[src/rtl/fsr_pkg.sv]
package fsr_pkg;

  typedef enum logic [3:0] {
    ST_IDLE, ST_LOCK, ST_PCHK, ST_PON, ST_WUP, ST_CMD,
    ST_WBSY, ST_DIST, ST_ERRB, ST_POFF, ST_WDN, ST_NEXT
  } fsr_state_e;

  typedef enum logic [1:0] {
    EC_NONE    = 2'd0,
    EC_DISTURB = 2'd1,
    EC_FLAGGED = 2'd2,
    EC_TIMEOUT = 2'd3
  } fsr_code_e;

  localparam int ADDR_W = 12;
  localparam int DATA_W = 32;

  // register offsets decoded by the fuse controller
  localparam logic [ADDR_W-1:0] OFS_CFG   = 12'h000;
  localparam logic [ADDR_W-1:0] OFS_CTL   = 12'h004;
  localparam logic [ADDR_W-1:0] OFS_STAT  = 12'h00C;
  localparam logic [ADDR_W-1:0] OFS_DIST  = 12'h01C;
  localparam logic [ADDR_W-1:0] OFS_ERRB  = 12'h034;
  localparam logic [ADDR_W-1:0] OFS_RLOCK = 12'h094;

  localparam int STAT_PWR_BIT  = 5;
  localparam int STAT_BUSY_BIT = 3;
  localparam int CFG_PWR_BIT   = 0;
  localparam int CTL_PROG_BIT  = 8;

  // byte offset of the 32-bit bank word that holds a given fuse word
  function automatic logic [ADDR_W-1:0] bank_addr(input logic [ADDR_W-1:0] base,
                                                  input int unsigned word);
    int unsigned ofs;
    ofs = (word >> 5) << 2;
    return base + ofs[ADDR_W-1:0];
  endfunction

  // flag of a fuse word inside its bank word
  function automatic logic bit_pick(input logic [DATA_W-1:0] data,
                                    input int unsigned word);
    logic [4:0] idx;
    idx = word[4:0];
    return data[idx];
  endfunction

  function automatic int unsigned timeout_cycles(input int unsigned mhz,
                                                 input int unsigned us);
    return mhz * us;
  endfunction

  // read command: index in low bits, program bit left clear
  function automatic logic [DATA_W-1:0] read_cmd(input int unsigned word);
    logic [DATA_W-1:0] v;
    v = word;
    v[CTL_PROG_BIT] = 1'b0;
    return v;
  endfunction

endpackage

[src/rtl/fsr_word_walker.sv]
module fsr_word_walker #(
  parameter int FIRST_WORD = 57,
  parameter int LAST_WORD  = 95,
  parameter int WORD_W     = 7
) (
  input  logic              clk,
  input  logic              rst_n,
  input  logic              load,
  input  logic              step,
  output logic [WORD_W-1:0] word,
  output logic              at_last
);

  localparam logic [WORD_W-1:0] FIRST_V = WORD_W'(FIRST_WORD);
  localparam logic [WORD_W-1:0] LAST_V  = WORD_W'(LAST_WORD);

  logic [WORD_W-1:0] word_q;

  always_ff @(posedge clk or negedge rst_n) begin
    if (!rst_n)    word_q <= FIRST_V;
    else if (load) word_q <= FIRST_V;
    else if (step) word_q <= word_q + 1'b1;
  end

  assign word    = word_q;
  assign at_last = (word_q == LAST_V);


  step_up_chk: assert property (@(posedge clk) disable iff (!rst_n)
    $past(step) && !$past(load) |-> word_q == $past(word_q) + 1'b1);


  in_range_chk: assert property (@(posedge clk) disable iff (!rst_n)
    word_q >= FIRST_V && word_q <= LAST_V);

endmodule

[src/rtl/fsr_wait_timer.sv]
module fsr_wait_timer #(
  parameter int unsigned LIMIT = 2500000
) (
  input  logic clk,
  input  logic rst_n,
  input  logic run,
  output logic last
);

  localparam int CW = $clog2(LIMIT + 1);
  localparam logic [CW-1:0] LAST_V = CW'(LIMIT - 1);

  logic [CW-1:0] cnt_q;

  // cleared whenever no wait is active, so each wait starts from zero
  always_ff @(posedge clk or negedge rst_n) begin
    if (!rst_n)              cnt_q <= '0;
    else if (!run)           cnt_q <= '0;
    else if (cnt_q != LAST_V) cnt_q <= cnt_q + 1'b1;
  end

  assign last = run && (cnt_q == LAST_V);


  no_overrun_chk: assert property (@(posedge clk) disable iff (!rst_n)
    cnt_q <= LAST_V);


  fresh_start_chk: assert property (@(posedge clk) disable iff (!rst_n)
    $rose(run) |-> cnt_q == '0);

endmodule

[src/rtl/fsr_err_log.sv]
module fsr_err_log #(
  parameter int WORD_W = 7
) (
  input  logic              clk,
  input  logic              rst_n,
  input  logic              clr,
  input  logic              rec,
  input  logic [1:0]        code_in,
  input  logic [WORD_W-1:0] word_in,
  output logic              err,
  output logic [1:0]        code,
  output logic [WORD_W-1:0] word
);

  logic              err_q;
  logic [1:0]        code_q;
  logic [WORD_W-1:0] word_q;
  logic              first_hit;

  assign first_hit = rec && !err_q;

  always_ff @(posedge clk or negedge rst_n) begin
    if (!rst_n) begin
      err_q  <= 1'b0;
      code_q <= 2'd0;
      word_q <= '0;
    end else if (clr) begin
      err_q  <= 1'b0;
      code_q <= 2'd0;
      word_q <= '0;
    end else if (first_hit) begin
      err_q  <= 1'b1;
      code_q <= code_in;
      word_q <= word_in;
    end
  end

  assign err  = err_q;
  assign code = code_q;
  assign word = word_q;


  first_kept_chk: assert property (@(posedge clk) disable iff (!rst_n)
    $past(err_q) && !$past(clr) |-> $stable(code_q) && $stable(word_q) && err_q);


  code_flag_chk: assert property (@(posedge clk) disable iff (!rst_n)
    err_q == (code_q != 2'd0));

endmodule

[src/rtl/fuse_shadow_refresh.sv]
module fuse_shadow_refresh
  import fsr_pkg::*;
#(
  parameter int FIRST_WORD = 57,
  parameter int LAST_WORD  = 95,
  parameter int CLK_MHZ    = 250,
  parameter int TIMEOUT_US = 10000,
  parameter int WORD_W     = $clog2(LAST_WORD + 1)
) (
  input  logic              clk,
  input  logic              rst_n,
  input  logic              start,
  input  logic              bus_gnt,
  input  logic [31:0]       bus_rdata,
  output logic              bus_req,
  output logic              bus_we,
  output logic [11:0]       bus_addr,
  output logic [31:0]       bus_wdata,
  output logic              busy,
  output logic              done,
  output logic              err,
  output logic [1:0]        err_code,
  output logic [WORD_W-1:0] err_word
);

  localparam int unsigned TO_CYC = timeout_cycles(CLK_MHZ, TIMEOUT_US);

  fsr_state_e        state_q, state_d;
  logic              armed_q, done_q, own_q;
  logic [WORD_W-1:0] word;
  logic              word_last, word_load, word_step;
  logic              log_clr, log_rec;
  fsr_code_e         log_code;
  logic              own_set, own_clr, done_set, done_clr, armed_clr;

  // named events used by the transitions and the assertions
  logic xfer, kick, in_wait, wait_ok, timer_last, tmo;
  logic lock_hit, dist_hit, eflag_hit, stat_pwr, stat_busy;
  int unsigned word_u;

  assign word_u    = 32'(word);
  assign xfer      = bus_req && bus_gnt;
  assign kick      = armed_q || start;
  assign stat_pwr  = bus_rdata[STAT_PWR_BIT];
  assign stat_busy = bus_rdata[STAT_BUSY_BIT];
  assign lock_hit  = bit_pick(bus_rdata, word_u);
  assign dist_hit  = bit_pick(bus_rdata, word_u);
  assign eflag_hit = bit_pick(bus_rdata, word_u);
  assign in_wait   = (state_q == ST_WUP) || (state_q == ST_WBSY) || (state_q == ST_WDN);

  always_comb begin
    case (state_q)
      ST_WUP:  wait_ok = xfer && stat_pwr;
      ST_WBSY: wait_ok = xfer && !stat_busy;
      ST_WDN:  wait_ok = xfer && !stat_pwr;
      default: wait_ok = 1'b0;
    endcase
  end

  // success seen on the final budget cycle takes priority
  assign tmo = timer_last && !wait_ok;

  fsr_word_walker #(
    .FIRST_WORD(FIRST_WORD), .LAST_WORD(LAST_WORD), .WORD_W(WORD_W)
  ) u_walk (
    .clk(clk), .rst_n(rst_n), .load(word_load), .step(word_step),
    .word(word), .at_last(word_last)
  );

  fsr_wait_timer #(.LIMIT(TO_CYC)) u_timer (
    .clk(clk), .rst_n(rst_n), .run(in_wait), .last(timer_last)
  );

  fsr_err_log #(.WORD_W(WORD_W)) u_log (
    .clk(clk), .rst_n(rst_n), .clr(log_clr), .rec(log_rec),
    .code_in(log_code), .word_in(word),
    .err(err), .code(err_code), .word(err_word)
  );

  // bus presentation, a pure function of the state and word
  always_comb begin
    bus_req   = 1'b1;
    bus_we    = 1'b0;
    bus_addr  = OFS_STAT;
    bus_wdata = '0;
    case (state_q)
      ST_LOCK: bus_addr = bank_addr(OFS_RLOCK, word_u);
      ST_PCHK, ST_WUP, ST_WBSY, ST_WDN: bus_addr = OFS_STAT;
      ST_PON: begin
        bus_we = 1'b1;
        bus_addr = OFS_CFG;
        bus_wdata[CFG_PWR_BIT] = 1'b1;
      end
      ST_POFF: begin
        bus_we = 1'b1;
        bus_addr = OFS_CFG;
      end
      ST_CMD: begin
        bus_we = 1'b1;
        bus_addr = OFS_CTL;
        bus_wdata = read_cmd(word_u);
      end
      ST_DIST: bus_addr = bank_addr(OFS_DIST, word_u);
      ST_ERRB: bus_addr = bank_addr(OFS_ERRB, word_u);
      default: bus_req = 1'b0;
    endcase
  end

  always_comb begin
    state_d   = state_q;
    word_load = 1'b0;
    word_step = 1'b0;
    log_clr   = 1'b0;
    log_rec   = 1'b0;
    log_code  = EC_NONE;
    own_set   = 1'b0;
    own_clr   = 1'b0;
    done_set  = 1'b0;
    done_clr  = 1'b0;
    armed_clr = 1'b0;
    case (state_q)
      ST_IDLE: if (kick) begin
        state_d   = ST_LOCK;
        word_load = 1'b1;
        log_clr   = 1'b1;
        own_clr   = 1'b1;
        done_clr  = 1'b1;
        armed_clr = 1'b1;
      end
      ST_LOCK: if (xfer) state_d = lock_hit ? ST_NEXT : ST_PCHK;
      ST_PCHK: if (xfer) begin
        if (stat_pwr) state_d = ST_CMD;
        else begin
          state_d = ST_PON;
          own_set = 1'b1;
        end
      end
      ST_PON:  if (xfer) state_d = ST_WUP;
      ST_CMD:  if (xfer) state_d = ST_WBSY;
      ST_POFF: if (xfer) state_d = ST_WDN;
      ST_WUP, ST_WBSY, ST_WDN: begin
        if (wait_ok) begin
          if (state_q == ST_WUP)       state_d = ST_CMD;
          else if (state_q == ST_WBSY) state_d = ST_DIST;
          else begin
            state_d = ST_NEXT;
            own_clr = 1'b1;
          end
        end else if (tmo) begin
          state_d  = ST_IDLE;
          log_rec  = 1'b1;
          log_code = EC_TIMEOUT;
          done_set = 1'b1;
        end
      end
      ST_DIST: if (xfer) begin
        if (dist_hit) begin
          log_rec  = 1'b1;
          log_code = EC_DISTURB;
          state_d  = own_q ? ST_POFF : ST_NEXT;
        end else begin
          state_d = ST_ERRB;
        end
      end
      ST_ERRB: if (xfer) begin
        if (eflag_hit) begin
          log_rec  = 1'b1;
          log_code = EC_FLAGGED;
        end
        state_d = own_q ? ST_POFF : ST_NEXT;
      end
      ST_NEXT: begin
        if (word_last) begin
          state_d  = ST_IDLE;
          done_set = 1'b1;
        end else begin
          state_d   = ST_LOCK;
          word_step = 1'b1;
        end
      end
      default: state_d = ST_IDLE;
    endcase
  end

  always_ff @(posedge clk or negedge rst_n) begin
    if (!rst_n) begin
      state_q <= ST_IDLE;
      armed_q <= 1'b1;
      done_q  <= 1'b0;
      own_q   <= 1'b0;
    end else begin
      state_q <= state_d;
      if (armed_clr) armed_q <= 1'b0;
      if (done_set)      done_q <= 1'b1;
      else if (done_clr) done_q <= 1'b0;
      if (own_set)      own_q <= 1'b1;
      else if (own_clr) own_q <= 1'b0;
    end
  end

  assign busy = (state_q != ST_IDLE);
  assign done = done_q;


  done_busy_chk: assert property (@(posedge clk) disable iff (!rst_n)
    !(done && busy));


  cmd_form_chk: assert property (@(posedge clk) disable iff (!rst_n)
    (bus_req && bus_we && bus_addr == OFS_CTL) |-> !bus_wdata[CTL_PROG_BIT]);


  lock_skip_chk: assert property (@(posedge clk) disable iff (!rst_n)
    (state_q == ST_LOCK && xfer && lock_hit) |=> state_q == ST_NEXT);


  pwr_release_chk: assert property (@(posedge clk) disable iff (!rst_n)
    state_q == ST_NEXT |-> !own_q);


  busy_hold_chk: assert property (@(posedge clk) disable iff (!rst_n)
    (state_q == ST_WBSY && xfer && stat_busy) |=> (state_q == ST_WBSY || state_q == ST_IDLE));


  dist_first_chk: assert property (@(posedge clk) disable iff (!rst_n)
    (state_q == ST_DIST && xfer && dist_hit) |=> state_q != ST_ERRB);


  abort_code_chk: assert property (@(posedge clk) disable iff (!rst_n)
    tmo |=> (done && err));


  req_hold_chk: assert property (@(posedge clk) disable iff (!rst_n)
    (bus_req && !bus_gnt && !tmo) |=> (bus_req && $stable(bus_addr) && $stable(bus_we)));

endmodule

[config.mk]
export PLATFORM = sky130hd
export DESIGN_NAME = fuse_shadow_refresh
export DESIGN_NICKNAME = d
export VERILOG_FILES = /design/src/rtl/fsr_pkg.sv /design/src/rtl/fsr_word_walker.sv /design/src/rtl/fsr_wait_timer.sv /design/src/rtl/fsr_err_log.sv /design/src/rtl/fuse_shadow_refresh.sv
export SDC_FILE = /design/constraint.sdc
export NUM_CORES = 1
export LEC_CHECK = 0
export BUFFER_PORTS_ARGS = -buffer_cell sky130_fd_sc_hd__buf_2
export CAP_MARGIN = 20
export CORE_MARGIN = 3
export CORE_UTILIZATION = 54
export CTS_CLUSTER_DIAMETER = 150
export DETAILED_ROUTE_END_ITERATION = 16
export GPL_TIMING_DRIVEN = 0
export PLACE_DENSITY = 0.81
export SLEW_MARGIN = 20
export SYNTH_ARGS = -nofsm -noshare
export SYNTH_HDL_FRONTEND = slang
export SYNTH_HIERARCHICAL = 1
export SYNTH_SLANG_ARGS = --single-unit
[constraint.sdc]
create_clock -name clk -period 3.2 [get_ports clk]
set_input_delay 0.8 -clock clk [delete_from_list [all_inputs] [get_ports clk]]
set_output_delay 0.8 -clock clk [all_outputs]
set_load 0.01 [all_outputs]
-- After elaboration in Yosys (flattened, before gate mapping)
Cells that the tools add are included.
- word-level logic and storage cells: 130
- register bits after elaboration: 46
- output and inout port bits: 58
- equal/unequal tests: 24
- multiplexer cells: 65
- reductions and logical operators: 26
- $lt $le $gt $ge: 1
- $add $sub $neg: 5
- operator list (cell ; number):
    2-to-1 mux 4 bit ; 13
    one-hot mux 9 bit (5 select lines) ; 1
    2-to-1 mux 22 bit ; 2
    one-hot mux 4 bit (10 select lines) ; 1
    2-to-1 mux 7 bit ; 4
    2-to-1 mux 1 bit ; 27
    adder 22 x 1 -> 22 bit (second input constant) ; 1
    equality test 22 bit (second input constant) ; 1
    != test 22 bit (second input constant) ; 1
    != test 2 bit (second input constant) ; 9
    equality test 4 x 3 -> 1 bit (second input constant) ; 4
    equality test 4 bit (second input constant) ; 4
    2-to-1 mux 2 bit ; 8
    OR reduction 10 bit ; 1
    adder 8 x 4 -> 9 bit (first input constant) ; 1
    AND reduction 9 bit ; 1
    equality test 4 x 2 -> 1 bit (second input constant) ; 2
    one-hot mux 1 bit (2 select lines) ; 4
    nonzero test 2 bit ; 4
    adder 6 x 4 -> 7 bit (first input constant) ; 1
    adder 7 x 1 -> 7 bit (second input constant) ; 1
    equality test 7 bit (second input constant) ; 1
    logical AND 1 bit ; 7
    adder 5 x 4 -> 6 bit (first input constant) ; 1
    14 further kinds ; 21

-- Depth between registers and ports, before layout
Gate-level depths: netlist (run 1).
- word-level depth: 14
- mapped depth: 12

-- Hierarchy
Netlist (run 1), hierarchy kept.
- modules (own cells, without submodules) (module ; times used ; cells each ; seq. area each (sq um) ; area each (sq um)):
    fuse_shadow_refresh ; 1 ; 224 ; 176.4 ; 1590.3
    fsr_wait_timer ; 1 ; 136 ; 550.5 ; 1247.4
    fsr_err_log ; 1 ; 43 ; 250.2 ; 491.7
    fsr_word_walker ; 1 ; 32 ; 180.2 ; 356.6

-- Least setup slack after synthesis (run 1)
Ideal clock, no wire load.
- kind: register to register
- start point: register u_walk.word_q[0], in the netlist u_walk/word[0]
- end point: register u_log.code_q[0], in the netlist u_log/code[0]
- arrival time: 2.614 ns
- setup slack: 0.461 ns
- setup time: 0.125 ns
- period minus slack after synthesis: 2.739 ns
- stages on the path, launching flop included: 12
- path through: dfstp_2 -> clkbuf_1 -> buf_2 -> mux2i_1 -> a211oi_1 -> nand3_1 -> o21ai_0 -> nor2_1 -> o31ai_1 -> buf_4 -> nor2b_4 -> o21ai_1
- longest elaborated chain between the ends: 7
- elaborated cells between the ends (all ways): 12
- classes of those cells: mux (10); reduce/logical (2)
- RTL lines (item ; RTL line ; RTL):
    start: declaration ; fsr_word_walker.sv:17 ; logic [WORD_W-1:0] word_q;
    start signal: assignment ; fsr_word_walker.sv:22 ; else if (step) word_q <= word_q + 1'b1;
    binary-select mux 1 bit (select 5 bit) ; fsr_pkg.sv:44 ; return data[idx];
    2-to-1 mux 1 bit (not written as such) ; fsr_pkg.sv:44 ;
    2-to-1 mux 1 bit ; fuse_shadow_refresh.sv:157, fuse_shadow_refresh.sv:166 ;
    2-to-1 mux 1 bit ; fuse_shadow_refresh.sv:156 ; ST_DIST: if (xfer) begin
    one-hot mux 1 bit (2 select lines) ; fuse_shadow_refresh.sv:121 ; case (state_q)
    via log_rec ; fuse_shadow_refresh.sv:32 ; logic log_clr, log_rec;
    logical AND 1 bit ; fsr_err_log.sv:20 ; assign first_hit = rec && !err_q;
    nonzero test 2 bit (no source line) ; - ;
    end signal: assignment ; fsr_err_log.sv:33 ; code_q <= code_in;
    end: declaration ; fsr_err_log.sv:16 ; logic [1:0] code_q;
The timed path passes the listed nets, and every way through them passes these cells. The select of a mux whose other input is x is not followed.
A chain may end at the register's enable or synchronous reset.

-- Worst setup path in the final report (run 1)
- start point: register state_q[0]
- end point: output port bus_addr[5]
- longest elaborated chain between the ends: 3
- elaborated cells between the ends (all ways): 8
- classes of those cells: eq/ne (6); mux (1); reduce/logical (1)
- RTL lines (item ; RTL line ; RTL):
    start: declaration ; fuse_shadow_refresh.sv:28 ; fsr_state_e state_q, state_d;
    start signal: assignment ; fuse_shadow_refresh.sv:192 ; state_q <= state_d;
    equality test 4 bit or equality test 4 x 2 -> 1 bit (tied branches) ; fuse_shadow_refresh.sv:86 ; case (state_q)
    OR reduction 2 bit (no source line) ; - ;
    one-hot mux 9 bit (5 select lines) (*) ; fuse_shadow_refresh.sv:86 ;
    end: declaration ; fuse_shadow_refresh.sv:17 ; output logic [11:0] bus_addr,
Every way passes the cells marked *; elsewhere a longest branch is shown, timed or not.

==> impl_metrics.py, run 1 <==
metrics = {
    "worst_hold_path": {
        "worst_hold_path_type": "in2async",
    },
    "synth": {
        "syn_area_mm2": 0.00369,
        "ys_types": 68,
        "syn-instance-count": 435,
        "synth_area_leaders": "dfrtp_1 28%, buf_4 7.1%, mux2i_1 4.9%, dfstp_2 3.6%, a21oi_1 3.4%",
        "synth_top_cell_by_area": "dfrtp_1",
        "synth-seq-cells": 46,
        "syn_avg_cell_area_um2": 8.47,
        "seq_area_frac_synth": 0.314,
        "ys_async_sr_fraction": 1.00,
        "synth_edf_count": 0,
        "synth.top_cell.area_share": 0.278,
        "yosys_warnings": 6,
        "synth-main-ff-cell": "dfrtp_1",
    },
    "timing": {
        "period_share": 0.953,
        "drv_slew": 0,
        "fin_tns_setup_ns": 0,
        "hold_viol": 0,
        "rsz0062_at_grt": "no",
        "finClkSkew_ns": 0.00741,
        "tightest_slew_ns": 0.644,
        "setup_viol": 0,
        "finalCriticalPeriod_ns": 3.05,
        "slew_headroom": 0.567,
        "max_clock_freq_ghz": 0.328,
    },
    "routing": {
        "vias": 3589,
        "wirelength_mm": 9.31,
        "drc": 0,
        "ant_nets": 0,
        "first_pass_iters": 4,
        "wl_per_cell_um": 15.2,
        "via_per_inst": 5.85,
        "drt_iter0_markers": 287,
    },
    "die": {
        "initial_core_util": 0.568,
        "die_h_um": 88.6,
        "pin_count": 94,
        "row_count": 29,
        "die_area_mm2": 0.00785,
        "die_width_um": 88.6,
        "core_mm2": 0.00649,
    },
    "setup_path": {
        "worstSetupPathType": "reg2out",
        "endpoint_kind": "output pin",
        "cp-endpoint": "bus_addr[5]",
        "worstRegToRegCells": 12,
        "timing.rr.end": "u_log/word[0]",
        "cp_slowest_cell": "clkbuf_1",
        "required_ns": 2.40,
        "worst-path-max-fanout": 10,
        "cp_cell_sequence": "clkbuf_1, buf_2, nand2_1, or2_2, o221ai_1, buf_2",
        "worstReg2RegStart": "state_q[3]",
        "reg2reg_slack_ns": 0.22,
        "path_common_cell": "buf_2",
        "max_stage_delay_ns": 0.40,
        "startpoint": "state_q[0]",
        "crit_arrival_ns": 2.25,
        "startpoint_type": "register",
    },
    "clock_tree": {
        "h-tree-depth": 2,
        "cts_buffers": 5,
        "cts_root_buf": "clkbuf_8",
        "clk_pin_slew_ns": 0.09,
        "cts_buffer_depth": 2,
        "clock_latency_ns": 0.30,
        "cts_hold_buf": 0,
        "clock-sinks": 46,
        "cts_tree": "yes",
    },
    "placed_design": {
        "placed_cell_area_mm2": 0.00420,
        "gp_congestion": 0.921,
        "io_buffer_count": 60,
        "dpl.hpwl_mm": 6.93,
    },
    "finish": {
        "antenna_cells": 0,
        "nFillCells": 567,
        "area_growth_pct": 18.6,
        "design_area_mm2": 0.00437,
        "drive_gt1_frac": 0.259,
        "multi_input_comb_area_mm2": 0.00226,
        "seqCellArea_mm2": 0.00116,
        "final_cell_mix": "64 x buf_2, 41 x dfrtp_1, 39 x buf_4",
        "fin_nets": 575,
        "final_common_cell": "buf_2",
    },
    "global_route": {
        "antenna_found_initial": 0,
        "grt_max_degree": 47,
        "grt_pass1_wl_mm": 15.1,
        "track_usage": 0.238,
        "grt-ovfl-total": 0,
        "first_global_vias": 3205,
    },
    "power_and_ir_drop": {
        "p_sw_uw": 1370,
        "ir_worst_vdd_v": 0.000408,
        "seqPwrFrac": 0.282,
        "p_leak_uw": 0.00205,
        "clkPwrFrac": 0.151,
        "power.density_mw_per_mm2": 699,
        "p_sw_frac": 0.450,
        "power.internal_uw": 1680,
        "comb_power_share": 0.568,
    },
    "run_status": {
        "status": "complete, no violations",
    },
    "run": {
        "drv_cap": 0,
    },
}
what timing repair did:
| action | in CTS | in global routing |
|---|---|---|
| pin swaps | 0 | 1 |
| gates resized for setup | 5 | 9 |
| endpoints found under the setup margin | 15 | 16 |
| buffers inserted | 0 | 3 |
kinds of logic after synthesis:
logic type | Yosys count | share of synthesized area
XOR/XNOR | 12 | 0.0285
AO/OA/AOI/OAI | 106 | 0.187
AND/OR/NAND/NOR | 177 | 0.293
buffers and inverters | 70 | 0.111
flip-flops | 46 | 0.314
adder cells (fa/ha/maj) | 4 | 0.0136
other | 1 | 0.00102
multiplexers | 19 | 0.0519
sequential cells by signal, summed over array words and instances, names as in the netlist:
register,cells
u_timer/cnt_q,22
u_log/word,7
u_walk/word,7
state_q,4
u_log/code,2
armed_q,1
done,1
own_q,1
u_log/err,1
power groups by stage:
stage / Clock, µW / Sequential (µW) / Combinational (µW)
after floorplan: 0 / 851 / 1200
after global placement: 0 / 860 / 1620
after detailed placement: 0 / 865 / 1650
after CTS: 462 / 855 / 1680
after global routing: 492 / 880 / 1910
final: 460 / 860 / 1730
synthesized netlist by cell type (8+ instances only):
library cell	count
nand4bb_1	9
nor2_1	27
nand2b_1	20
nand2_1	32
o31ai_1	11
clkbuf_1	14
o21ai_1	10
dfrtp_1	41
nand3_1	8
or3_1	8
xor2_1	9
buf_4	35
nor3_1	8
o21ai_0	18
nand4_1	8
a21oi_1	25
inv_1	11
mux2i_1	18
layout make-up:
cell class | instances | share of cell area
Timing Repair Buffer | 63 | 0.0744
Clock inverter | 1 | 0.00687
Clock buffer | 7 | 0.0198
Multi-Input combinational cell | 349 | 0.516
Sequential cell | 46 | 0.265
Inverter | 12 | 0.0103
Tap cell | 77 | 0.0220
Buffer | 58 | 0.0856
stage by stage:
step | worst slack (ns) | hold WS [ns] | util | power [µW] | instances
6_report | 0.149 | 0.492 | 0.673 | 3050 | 613
3_5_place_dp | -0.299 | 0.492 | 0.646 | 2520 | 602
5_1_grt | 0.00796 | 0.519 | 0.673 | 3290 | 613
4_1_cts | 0.0486 | 0.507 | 0.666 | 3000 | 610
3_3_place_gp | -0.212 | 0.485 | 0.646 | 2470 | 602
2_1_floorplan | 0.461 | 0.471 | - | 2050 | 465
worst max-delay path: cells and delay by family (launching register included):
kind,cells,cell delay [ns]
buffers and inverters,3,0.88
AOI/OAI and AO/OA,1,0.22
DFF,1,0.39
and+or+nand+nor,2,0.46
worst min-delay path by stage:
stage / start / end / slack [ns] / cells after the start
3_5_place_dp: armed_q / armed_q / 0.49 / 1
6_report: rst_n / u_timer/cnt_q[18] / 0.49 / 1
4_1_cts: armed_q / armed_q / 0.51 / 1
3_3_place_gp: armed_q / armed_q / 0.49 / 1
2_1_floorplan: armed_q / armed_q / 0.47 / 1
5_1_grt: armed_q / armed_q / 0.52 / 1
layer usage:
layer  GRT usage  up-vias  share of wire
li1            -     1732              -
met1       0.348     1682           0.44
met2       0.384      161           0.48
met3      0.0214       14          0.062
met4      0.0536        0          0.013
met5           0        -              0
Power figures use the tool's default switching activity.
==> run 2, diff against run 1 <==
--- a/config.mk
+++ b/config.mk
@@ -11,7 +11,7 @@
 export CORE_UTILIZATION = 54
 export CTS_CLUSTER_DIAMETER = 150
 export DETAILED_ROUTE_END_ITERATION = 16
-export GPL_TIMING_DRIVEN = 0
+export GPL_TIMING_DRIVEN = 1
 export PLACE_DENSITY = 0.81
 export SLEW_MARGIN = 20
 export SYNTH_ARGS = -nofsm -noshare
==> run 2 against run 1 <==
Effect of this change:
- critical path depth is 1 lower
- worst setup slack improved by 0.23 ns
- sequential share of layout area increased by 2.2 points
- highest routed layer unchanged
==> impl_metrics.py, run 2 (synthesized netlist as in run 1, its figures left out) <==
metrics = {
    "run_status": {
        "status": "complete, no violations",
    },
    "power_and_ir_drop": {
        "power.internal_uw": 1610,
        "ir_worst_vdd_v": 0.000377,
        "p_sw_uw": 1310,
        "power.density_mw_per_mm2": 724,
        "seqPwrFrac": 0.332,
        "p_leak_uw": 0.00183,
        "comb_power_share": 0.522,
        "clkPwrFrac": 0.146,
        "p_sw_frac": 0.449,
        "power_uw": 2920,
    },
    "clock_tree": {
        "clock-sinks": 46,
        "cts_hold_buf": 0,
        "cts_setup_buffers": 0,
        "cts_buffers": 5,
        "cts_root_buf": "clkbuf_8",
        "cts_tree": "yes",
        "cts_buffer_depth": 2,
        "cts_resized": 0,
        "clk_pin_slew_ns": 0.09,
        "h-tree-depth": 2,
        "clock_latency_ns": 0.29,
    },
    "timing": {
        "finClkSkew_ns": 0.00550,
        "setup_viol": 0,
        "period_share": 0.881,
        "drv_slew": 0,
        "max_clock_freq_ghz": 0.355,
        "timing.hold.ws_ns": 0.495,
        "fin_ws_ns": 0.381,
        "tightest_slew_ns": 0.584,
        "fin_tns_setup_ns": 0,
        "slew_headroom": 0.611,
        "hold_viol": 0,
        "finalCriticalPeriod_ns": 2.82,
        "rsz0062_at_grt": "no",
    },
    "placed_design": {
        "io_buffer_count": 62,
        "dpl.hpwl_mm": 6.41,
        "preCtsSetupSlack_ns": 0.483,
        "gp_congestion": 0.911,
    },
    "setup_path": {
        "worstRegToRegCells": 7,
        "worst-path-max-fanout": 17,
        "endpoint_kind": "output pin",
        "worstReg2RegStart": "state_q[1]",
        "startpoint": "state_q[1]",
        "timing.rr.end": "state_q[0]",
        "reg2reg_slack_ns": 0.51,
        "crit_arrival_ns": 2.02,
        "required_ns": 2.40,
        "worstSetupPathType": "reg2out",
        "startpoint_type": "register",
        "cp-endpoint": "bus_addr[5]",
    },
    "finish": {
        "area_growth_pct": 9.50,
        "fin_nets": 527,
        "drive_gt1_frac": 0.199,
        "largest_reg_flops": 22,
        "antenna_cells": 0,
        "final_common_cell": "buf_2",
        "final_cell_mix": "61 x buf_2, 41 x dfrtp_1, 32 x nand2_1",
        "fin_util": 0.621,
        "regMostFlops": "u_timer/cnt_q",
    },
    "global_route": {
        "antenna_found_initial": 0,
        "grt-ovfl-total": 0,
        "track_usage": 0.224,
        "grt_pass1_wl_mm": 14.2,
        "first_global_vias": 2932,
        "grt_max_degree": 47,
    },
    "routing": {
        "ant_nets": 0,
        "first_pass_iters": 5,
        "drc": 0,
        "wirelength_mm": 8.81,
        "drt_iter0_markers": 218,
        "vias": 3349,
        "via_per_inst": 5.93,
        "wl_per_cell_um": 15.6,
    },
    "die": {
        "initial_core_util": 0.568,
        "row_count": 29,
        "core_mm2": 0.00649,
        "die_area_mm2": 0.00785,
        "pin_count": 94,
        "die_width_um": 88.6,
        "die_h_um": 88.6,
    },
    "run": {
        "drv_cap": 0,
    },
    "worst_hold_path": {
        "worst_hold_path_type": "in2async",
    },
}
-- run 2: cell count changes in the layout (fill, tap and decap cells not counted), moves of 3 or more --
cell	change
buf_4	-27
clkbuf_2	-6
clkbuf_1	-10
buf_2	-3
-- run 2: how the worst min path moves through the flow --
| stage | cells past startpoint | start | end |
|---|---|---|---|
| finish | 1 | rst_n | u_timer/cnt_q[21] |
| global route | 1 | armed_q | armed_q |
| global placement | 1 | armed_q | armed_q |
| detailed placement | 1 | armed_q | armed_q |
| CTS | 1 | armed_q | armed_q |
| floorplan | 1 | armed_q | armed_q |
-- run 2: area by class of cell --
cell class / instances / area [µm²]
clock buffers: 6 / 72.6
clock inverters: 2 / 37.5
fillers: 573 / 2460
inverters: 12 / 45.0
multi-input cells: 349 / 2230
flip-flops and latches: 46 / 1160
well taps: 77 / 96.3
repair buffers: 73 / 395
-- run 2: routing by layer --
layer,track usage,wire (µm),part of all wire
met4,0.0632,119,0.014
met2,0.339,4250,0.48
met3,0.0158,412,0.047
met1,0.342,4030,0.46
met5,0,0,0
-- run 2: through the flow --
stage / std cells / instance area [µm²]
floorplan: 465 / 3800
global placement: 557 / 3920
detailed placement: 557 / 3920
CTS: 565 / 4030
global route: 565 / 4040
finish: 565 / 4040
-- run 2: power groups by stage --
| stage | clock network [µW] | logic [µW] | registers, µW |
|---|---|---|---|
| final | 427 | 1530 | 971 |
| after global routing | 470 | 1690 | 1000 |
| after CTS | 442 | 1510 | 965 |
| after detailed placement | 0 | 1510 | 971 |
| after global placement | 0 | 1480 | 969 |
| after floorplan | 0 | 1200 | 851 |
-- run 2: critical path, cell delays in order, from the launching register on --
cell and delay (ns):
dfrtp_1 0.59, nand2b_1 0.42, nor3_1 0.37, nand2_1 0.10, o221ai_1 0.08, buf_2 0.16
